===== src/rtl/pcl_pkg.sv =====
package pcl_pkg;
  // quarter select width: registers 0..3 pick one quarter of RAM
  localparam int QW   = 2;
  localparam int REGW = QW + 1;

  typedef struct packed {
    logic hold;
    logic bank;
  } cop_ctl_t;
endpackage


===== src/rtl/pcl_edge.sv =====
module pcl_edge #(
  parameter int N = 2
) (
  input  logic         clk,
  input  logic         rst,
  input  logic [N-1:0] lvl_i,
  output logic [N-1:0] rise_o
);
  logic [N-1:0] lvl_q;

  for (genvar g = 0; g < N; g++) begin : g_bit
    always_ff @(posedge clk) begin
      if (rst) lvl_q[g] <= 1'b0;
      else     lvl_q[g] <= lvl_i[g];
    end
    assign rise_o[g] = lvl_i[g] & ~lvl_q[g];
  end
endmodule


===== src/rtl/pcl_ctrl.sv =====
module pcl_ctrl
  import pcl_pkg::*;
#(
  parameter int          SEGW     = 8,
  parameter int          IOW      = 8,
  parameter logic [7:0]  SVC_PORT = 8'hFF
) (
  input  logic              clk,
  input  logic              rst,
  input  logic              wr_i,
  input  logic [REGW-1:0]   reg_i,
  input  logic [SEGW-1:0]   wdata_i,
  input  logic              io_stb_i,
  input  logic [IOW-1:0]    io_addr_i,
  output logic [SEGW-1:0]   seg_o,
  output logic [QW-1:0]     quarter_o,
  output cop_ctl_t          ctl_o,
  output logic              svc_o
);
  always_ff @(posedge clk) begin
    if (rst) begin
      seg_o     <= '0;
      quarter_o <= '0;
      ctl_o     <= '{hold: 1'b1, bank: 1'b0};
      svc_o     <= 1'b0;
    end else begin
      if (wr_i) begin
        if (!reg_i[REGW-1]) begin
          quarter_o <= reg_i[QW-1:0];
          seg_o     <= wdata_i;
        end else begin
          ctl_o.bank <= reg_i[1];
          ctl_o.hold <= ~reg_i[0];
        end
      end
      if (io_stb_i && io_addr_i == IOW'(SVC_PORT)) svc_o <= 1'b1;
      else if (wr_i)                               svc_o <= 1'b0;
    end
  end

  AST_SVC_STICKY: assert property (@(posedge clk) disable iff (rst)
    svc_o && !wr_i |=> svc_o);
  AST_HOLD_BY_CMD: assert property (@(posedge clk) disable iff (rst)
    !$stable(ctl_o.hold) |-> $past(wr_i));
  AST_SEG_ONLY_ON_WRITE: assert property (@(posedge clk) disable iff (rst)
    !wr_i |=> $stable(seg_o));
endmodule


===== src/rtl/pcl_xfer.sv =====
module pcl_xfer
  import pcl_pkg::*;
#(
  parameter int DW   = 8,
  parameter int IDXW = 7,
  parameter int SEGW = 8,
  localparam int AW  = QW + SEGW + IDXW
) (
  input  logic            clk,
  input  logic            rst,
  input  logic            rise_i,
  input  logic            rnw_i,
  input  logic [DW-1:0]   wdata_i,
  input  logic            init_i,
  input  logic            rdy_i,
  input  logic [SEGW-1:0] seg_i,
  input  logic [QW-1:0]   quarter_i,
  output logic            ram_en_o,
  output logic            ram_we_o,
  output logic [AW-1:0]   ram_addr_o,
  output logic [DW-1:0]   ram_wdata_o,
  input  logic [DW-1:0]   ram_rdata_i,
  output logic [DW-1:0]   rd_data_o,
  output logic            done_o
);
  logic            pend_q, rnw_q;
  logic [DW-1:0]   wd_q;
  logic [IDXW-1:0] idx_q;
  logic            ph2_q, rdph_q;
  logic            pend, dir, fire;
  logic [DW-1:0]   wd;

  always_comb begin
    pend = pend_q | rise_i;
    dir  = rise_i ? rnw_i   : rnw_q;
    wd   = rise_i ? wdata_i : wd_q;
    fire = pend & rdy_i;
  end

  always_ff @(posedge clk) begin
    if (rst) begin
      pend_q      <= 1'b0;
      rnw_q       <= 1'b0;
      wd_q        <= '0;
      idx_q       <= '0;
      ram_en_o    <= 1'b0;
      ram_we_o    <= 1'b0;
      ram_addr_o  <= '0;
      ram_wdata_o <= '0;
      ph2_q       <= 1'b0;
      rdph_q      <= 1'b0;
      done_o      <= 1'b0;
      rd_data_o   <= '0;
    end else begin
      pend_q <= pend & ~fire;
      if (rise_i) begin
        rnw_q <= rnw_i;
        wd_q  <= wdata_i;
      end
      ram_en_o    <= fire;
      ram_we_o    <= fire & ~dir;
      ram_addr_o  <= {quarter_i, seg_i, idx_q};
      ram_wdata_o <= wd;
      if (init_i)    idx_q <= '0;
      else if (fire) idx_q <= idx_q + 1'b1;
      ph2_q  <= ram_en_o;
      rdph_q <= ram_en_o & ~ram_we_o;
      done_o <= ph2_q;
      if (ph2_q && rdph_q) rd_data_o <= ram_rdata_i;
    end
  end

  AST_FIRE_READY: assert property (@(posedge clk) disable iff (rst)
    ram_en_o |-> $past(rdy_i));
  AST_IDX_WRAP: assert property (@(posedge clk) disable iff (rst)
    fire && !init_i && (&idx_q) |=> idx_q == '0);
  AST_INIT_ZERO: assert property (@(posedge clk) disable iff (rst)
    init_i |=> idx_q == '0);
  AST_DONE_AFTER_EN: assert property (@(posedge clk) disable iff (rst)
    done_o |-> $past(ram_en_o, 2));
endmodule


===== src/rtl/pcl_top.sv =====
module pcl_top
  import pcl_pkg::*;
#(
  parameter int         DW       = 8,
  parameter int         IDXW     = 7,
  parameter int         SEGW     = 8,
  parameter int         IOW      = 8,
  parameter logic [7:0] SVC_PORT = 8'hFF,
  localparam int        AW       = QW + SEGW + IDXW
) (
  input  logic            clk,
  input  logic            rst,
  input  logic            hst_dstb_i,
  input  logic            hst_astb_i,
  input  logic            hst_rnw_i,
  input  logic            hst_init_i,
  input  logic [REGW-1:0] hst_reg_i,
  input  logic [DW-1:0]   hst_wdata_i,
  output logic [DW-1:0]   hst_rdata_o,
  output logic            hst_done_o,
  output logic            hst_wait_o,
  output logic            hst_svc_o,
  output logic            cop_busreq_o,
  input  logic            cop_busgnt_i,
  output logic            cop_hold_o,
  output logic            cop_bank_o,
  input  logic            cop_io_stb_i,
  input  logic [IOW-1:0]  cop_io_addr_i,
  output logic            ram_en_o,
  output logic            ram_we_o,
  output logic [AW-1:0]   ram_addr_o,
  output logic [DW-1:0]   ram_wdata_o,
  input  logic [DW-1:0]   ram_rdata_i
);
  logic [1:0]      rise;
  logic [SEGW-1:0] seg;
  logic [QW-1:0]   quarter;
  cop_ctl_t        ctl;
  logic            x_done, a_done_q, wait_q, busreq_q;

  pcl_edge #(.N(2)) u_edge (
    .clk(clk), .rst(rst),
    .lvl_i({hst_astb_i, hst_dstb_i}),
    .rise_o(rise)
  );

  pcl_ctrl #(.SEGW(SEGW), .IOW(IOW), .SVC_PORT(SVC_PORT)) u_ctrl (
    .clk(clk), .rst(rst),
    .wr_i(rise[1]), .reg_i(hst_reg_i), .wdata_i(hst_wdata_i[SEGW-1:0]),
    .io_stb_i(cop_io_stb_i), .io_addr_i(cop_io_addr_i),
    .seg_o(seg), .quarter_o(quarter), .ctl_o(ctl), .svc_o(hst_svc_o)
  );

  pcl_xfer #(.DW(DW), .IDXW(IDXW), .SEGW(SEGW)) u_xfer (
    .clk(clk), .rst(rst),
    .rise_i(rise[0]), .rnw_i(hst_rnw_i), .wdata_i(hst_wdata_i),
    .init_i(hst_init_i), .rdy_i(cop_busgnt_i | ctl.hold),
    .seg_i(seg), .quarter_i(quarter),
    .ram_en_o(ram_en_o), .ram_we_o(ram_we_o), .ram_addr_o(ram_addr_o),
    .ram_wdata_o(ram_wdata_o), .ram_rdata_i(ram_rdata_i),
    .rd_data_o(hst_rdata_o), .done_o(x_done)
  );

  always_ff @(posedge clk) begin
    if (rst) begin
      a_done_q <= 1'b0;
      wait_q   <= 1'b0;
      busreq_q <= 1'b0;
    end else begin
      a_done_q <= rise[1];
      wait_q   <= ~(cop_busgnt_i | ctl.hold);
      busreq_q <= hst_dstb_i;
    end
  end

  assign hst_done_o   = x_done | a_done_q;
  assign hst_wait_o   = wait_q;
  assign cop_busreq_o = busreq_q;
  assign cop_hold_o   = ctl.hold;
  assign cop_bank_o   = ctl.bank;

  AST_WAIT_FLAG: assert property (@(posedge clk) disable iff (rst)
    hst_wait_o |-> $past(!cop_busgnt_i && !cop_hold_o));
  AST_BUSREQ_FOLLOW: assert property (@(posedge clk) disable iff (rst)
    $rose(cop_busreq_o) |-> $past(hst_dstb_i));
endmodule


===== config.mk =====
export PLATFORM = sky130hd
export DESIGN_NAME = pcl_top
export DESIGN_NICKNAME = d
export VERILOG_FILES = /design/src/rtl/pcl_pkg.sv /design/src/rtl/pcl_edge.sv /design/src/rtl/pcl_ctrl.sv /design/src/rtl/pcl_xfer.sv /design/src/rtl/pcl_top.sv
export SDC_FILE = /design/constraint.sdc
export NUM_CORES = 1
export LEC_CHECK = 0
export BUFFER_PORTS_ARGS = -buffer_cell sky130_fd_sc_hd__buf_4
export CORE_AREA = 3 3 88 57
export CTS_CLUSTER_DIAMETER = 120
export DETAILED_ROUTE_END_ITERATION = 8
export DIE_AREA = 0 0 91 60
export GPL_TIMING_DRIVEN = 0
export PLACE_DENSITY_LB_ADDON = 0.3
export SYNTH_ARGS = -nofsm -noshare
export SYNTH_HDL_FRONTEND = slang
export SYNTH_HIERARCHICAL = 1
export SYNTH_SLANG_ARGS = --single-unit

===== constraint.sdc =====
create_clock -name clk -period 3.1 [get_ports clk]
set_input_delay 0.93 -clock clk [delete_from_list [all_inputs] [get_ports clk]]
set_output_delay 0.93 -clock clk [all_outputs]
set_load 0.02 [all_outputs]

After elaboration in Yosys (flattened, before gate mapping)
Index checks and enable logic that the tools add are counted.

Output and inout bits: 41. Flip-flop bits (word level): 64. Word-level logic and storage cells: 48.

Eq/ne operators: 1. Reductions and logical operators: 6. Multiplexer cells: 3. Bitwise operators: 17. $add $sub $neg: 1.

Operator list (number): $eq 8x8->1 const B (1); $not 1->1 (8); $add 7x1->7 const B (1); $and 1x1->1 (6); $reduce_and 2->1 (2); $mux 1 (3); $or 1x1->1 (3); $logic_and 1x1->1 (2); $reduce_bool 2->1 (1); $reduce_or 2->1 (1).

Depth between registers and ports, before layout
Word-level depth: 6. Depth in mapped cells: 5.

Modules after synthesis
Netlist, hierarchy kept.

Modules (own cells, without submodules): pcl_xfer (sequential area each 940.9 um2, times used 1, cells each 150, area each 1527.7 um2); pcl_ctrl (sequential area each 260.2 um2, times used 1, cells each 60, area each 479.2 um2); pcl_top (sequential area each 60.1 um2, times used 1, cells each 8, area each 90.1 um2); pcl_edge (sequential area each 40.0 um2, times used 1, cells each 6, area each 70.1 um2).

Worst setup path after synthesis
No wires, ideal clock.

Kind: input -> register. Start: in hst_dstb_i. End: reg u_xfer.idx_q[5]. Setup slack: 1.228 ns. Buffers on the path: 0. Arrival time: 1.802 ns. Required time: 3.030 ns. Stages on the path: 4. Cells stage by stage: nor2b_2 -> o21ai_1 -> or4_1 -> a21oi_1.

Cells in the longest elaborated chain, start to end: 3.

RTL lines: start, declared (RTL line pcl_top.sv:13) `input logic hst_dstb_i,`; $and 1x1->1 (RTL line pcl_edge.sv:16) `assign rise_o[g] = lvl_i[g] & ~lvl_q[g];`; $or 1x1->1 (RTL line pcl_xfer.sv:34) `pend = pend_q | rise_i;`; $and 1x1->1 (RTL line pcl_xfer.sv:37) `fire = pend & rdy_i;`; end signal, assigned (RTL line pcl_xfer.sv:65) `else if (fire) idx_q <= idx_q + 1'b1;`; end, declared (RTL line pcl_xfer.sv:28) `logic [IDXW-1:0] idx_q;`.

No other way between the ends. A chain may end at the register's enable or synchronous reset.

Final worst setup path
Start: reg a_done_q. End: out hst_done_o.

Cells in the longest elaborated chain, start to end: 1.

RTL lines: start, declared (RTL line pcl_top.sv:39) `logic x_done, a_done_q, wait_q, busreq_q;`; start signal, assigned (RTL line pcl_top.sv:70) `a_done_q <= rise[1];`; $or 1x1->1 (RTL line pcl_top.sv:76) `assign hst_done_o = x_done | a_done_q;`; end, declared (RTL line pcl_top.sv:20) `output logic hst_done_o,`.

No other way between the ends.

==> summary.txt <==
Sink Count: 65
cts repair resizes: 0
Worst Path Arrival: 1.01 ns
# rows: 18
Post-DP Area: 2810 um2
PD cells: 575 nW/um2
antenna cells: 0
XOR/XNOR Fraction of Synth Area: 0.808%
Static Leak: 0.00129 uW
vias in the first global route: 1857
final core utilization: 72.4%
initial antenna violation count: 0
worst setup path startpoint: a_done_q
Hold Crit Class: reg -> reg
gr ovfl total: 0
GP Congestion: 0.789
post-DR vias/cell: 4.95
largest family of logic cells by synthesized area: simple AND/OR/NAND/NOR gates
VDD IR max: 398 uV
worst slew pin tran: 0.529 ns
Final Hold Fails: 0
Inst Count DP: 359
Final min period: 1.94 ns
hold depth: 2
Final HPWL DP: 3.71 mm
CTS max path bufs: 2
Synth Register Bits: 65
Max Cap Violations: 0
Final setup viols: 0
R2R depth: 4
Adder-Cell Fraction of Synth Area: 0.577%
area leader, netlist: dfxtp_1
Synth cell types: 33
Rel. slew slack: 64.7%
CTS tree: built
Die Ht: 60 um
Register Area: 1300 um2
number of synthesized flops with an enable pin: 0
area growth from synthesis to final layout: 38.5%
Clock Skews: 0.00522 ns
share of post-route cells with drive strength above 1: 30.6%
1st-iter DRT viols: 103
R2R Path Start: u_ctrl/ctl_o[1]
Setup Fix Bufs, Post-CTS: 0
Seq/Total Area, Yosys: 60.0%
YS warnings: 6
PortBufs: 75
Setup crit end kind: output pin
status: finished, final reports clean
syn nets: 260
RSZ-0062 raised after global routing: no
Initial Util: 52.3%
finished layout cell area: 3000 um2
H-tree Lvls: 3
Mean Syn Cell Area: 9.67 um2
Core ar.: 4140 um2
area share of the largest cell type after synthesis: 60.0%
vias: 1852
Die X: 91 um
DRC viols: 0
startpoint types: register
worst hold slack: 0.450 ns
total CTS buffers: 9
Synth Flop Type: dfxtp_1
Initial DRT Pass Iterations: 4
largest net degree at the start of global routing: 15
Finished Layout Cells: 374
clock latency on the worst-skew pair: 0.33 ns
fin crit share: 62.7%
CP max FO: 1
worst path required time: 2.17 ns
wire length per cell: 13.4 um
Syn Inst Count: 224
top cells by area, synth: dfxtp_1 (60%), nor2b_1 (6.9%), nand2_1 (6.1%)
WL final: 5.01 mm
multiplexer share of the synthesized area: 4.62%
die area: 5460 um2
all-layer global routing usage: 19.7%
first-pass GRT wire length: 8.29 mm
crit path kind: reg -> out
clock-pin transition on the worst setup and hold timing paths: 0.06 ns
Detail Route Antenna Nets: 0
number of fill cells: 343
fin nets: 346
Multi-input gate area: 817 um2
Slew Viols, Final: 0
fraction of registers with async set/reset: 0%
setup TNS: 0 ns
I/O pins: 76
Hold Path Origin: u_ctrl/seg_o[0]
Simple-Gate Fraction of Synth Area: 23.5%
clk root buf: clkbuf_8
Hold-fix buffers, CTS: 0
Peak Freq: 0.514 GHz
Synth Area in Compound Gates: 8.20%
synthesized area: 2170 um2
[cells in the mapped netlist, types with 2 or more instances]
library cell  number
nand2_1           35
nand3_1           11
or2_1              2
dfxtp_1           65
clkbuf_1           5
mux2i_1           10
a21oi_1           22
buf_1              2
nor2b_1           24
o21a_1             2
or3_1              2
nor2b_2            2
buf_2              3
nor2_1            17
nor3_1             2
o21ai_0            3
[flip-flops by register name (all words and copies together), names as in the netlist, 2 cells and up]
register,flops
u_ctrl/seg_o,8
u_xfer/wd_q,8
u_xfer/ram_addr_o,17
u_edge/lvl_q,2
u_ctrl/quarter_o,2
u_xfer/rd_data_o,8
u_xfer/idx_q,7
u_ctrl/ctl_o,2
[placed cells by master, fill, tap and decap left out, types with 2 or more instances in the layout]
| cell | n |
|---|---|
| nor2_1 | 17 |
| nand2_1 | 35 |
| clkbuf_8 | 11 |
| a21oi_1 | 22 |
| clkbuf_1 | 6 |
| nor2b_2 | 2 |
| or3_1 | 2 |
| buf_2 | 3 |
| nand3_1 | 11 |
| dfxtp_1 | 65 |
| o21ai_0 | 3 |
| or2_1 | 2 |
| nor2b_1 | 24 |
| mux2i_1 | 10 |
| nor3_1 | 2 |
| clkinv_2 | 2 |
| buf_1 | 2 |
| o21a_1 | 2 |
| buf_4 | 76 |
[where the power goes]
| group | internal (uW) | switching [uW] | total, uW |
|---|---|---|---|
| combinational | 74.4 | 79.9 | 154 |
| clock | 408 | 289 | 697 |
| sequential | 861 | 11.8 | 873 |
| total | 1340 | 381 | 1720 |
[layer usage]
layer	vias to the layer above	share of wire, %	track usage [%]
met4	0	0.92	5.15
li1	913	-	-
met1	862	47	24.0
met5	-	0	0
met3	6	8.9	10.3
met2	71	43	31.1
[stage by stage]
step | total power, uW | setup WS (ns)
3_3_place_gp | 1040 | 0.995
4_1_cts | 1730 | 1.14
3_5_place_dp | 1050 | 0.980
5_1_grt | 1790 | 1.12
6_report | 1720 | 1.16
2_1_floorplan | 965 | 1.23
[cells by family (layout without fill, tap and decap cells)]
family	after synthesis	after routing
AOI/OAI and AO/OA	32	32
and+or+nand+nor	103	103
muxes	10	10
buffers and inverters	11	101
adders and majority gates	1	1
xor gates and xnor gates	2	2
DFF	65	65
[cell type report]
class	count	area share, %
clock buffer	12	5.17
timing repair buffer	75	18.8
clock inverter	3	1.33
buffer	11	1.63
sequential	65	43.4
multi-input combinational	148	27.2
tap	60	2.50
[final timing paths]
check                           slack (ns)         endpoint
worst min-delay path                  0.45  u_ctrl/seg_o[0]
worst min register to register        0.45  u_ctrl/seg_o[0]
worst max-delay path                  1.16       hst_done_o
worst max register to register        1.69  u_xfer/idx_q[6]
[critical path, stage by stage, from the launching register on]
cell and delay [ns]:
dfxtp_1 0.30, or2_1 0.22, buf_4 0.16
No activity file was read; power rests on OpenSTA's default activity.
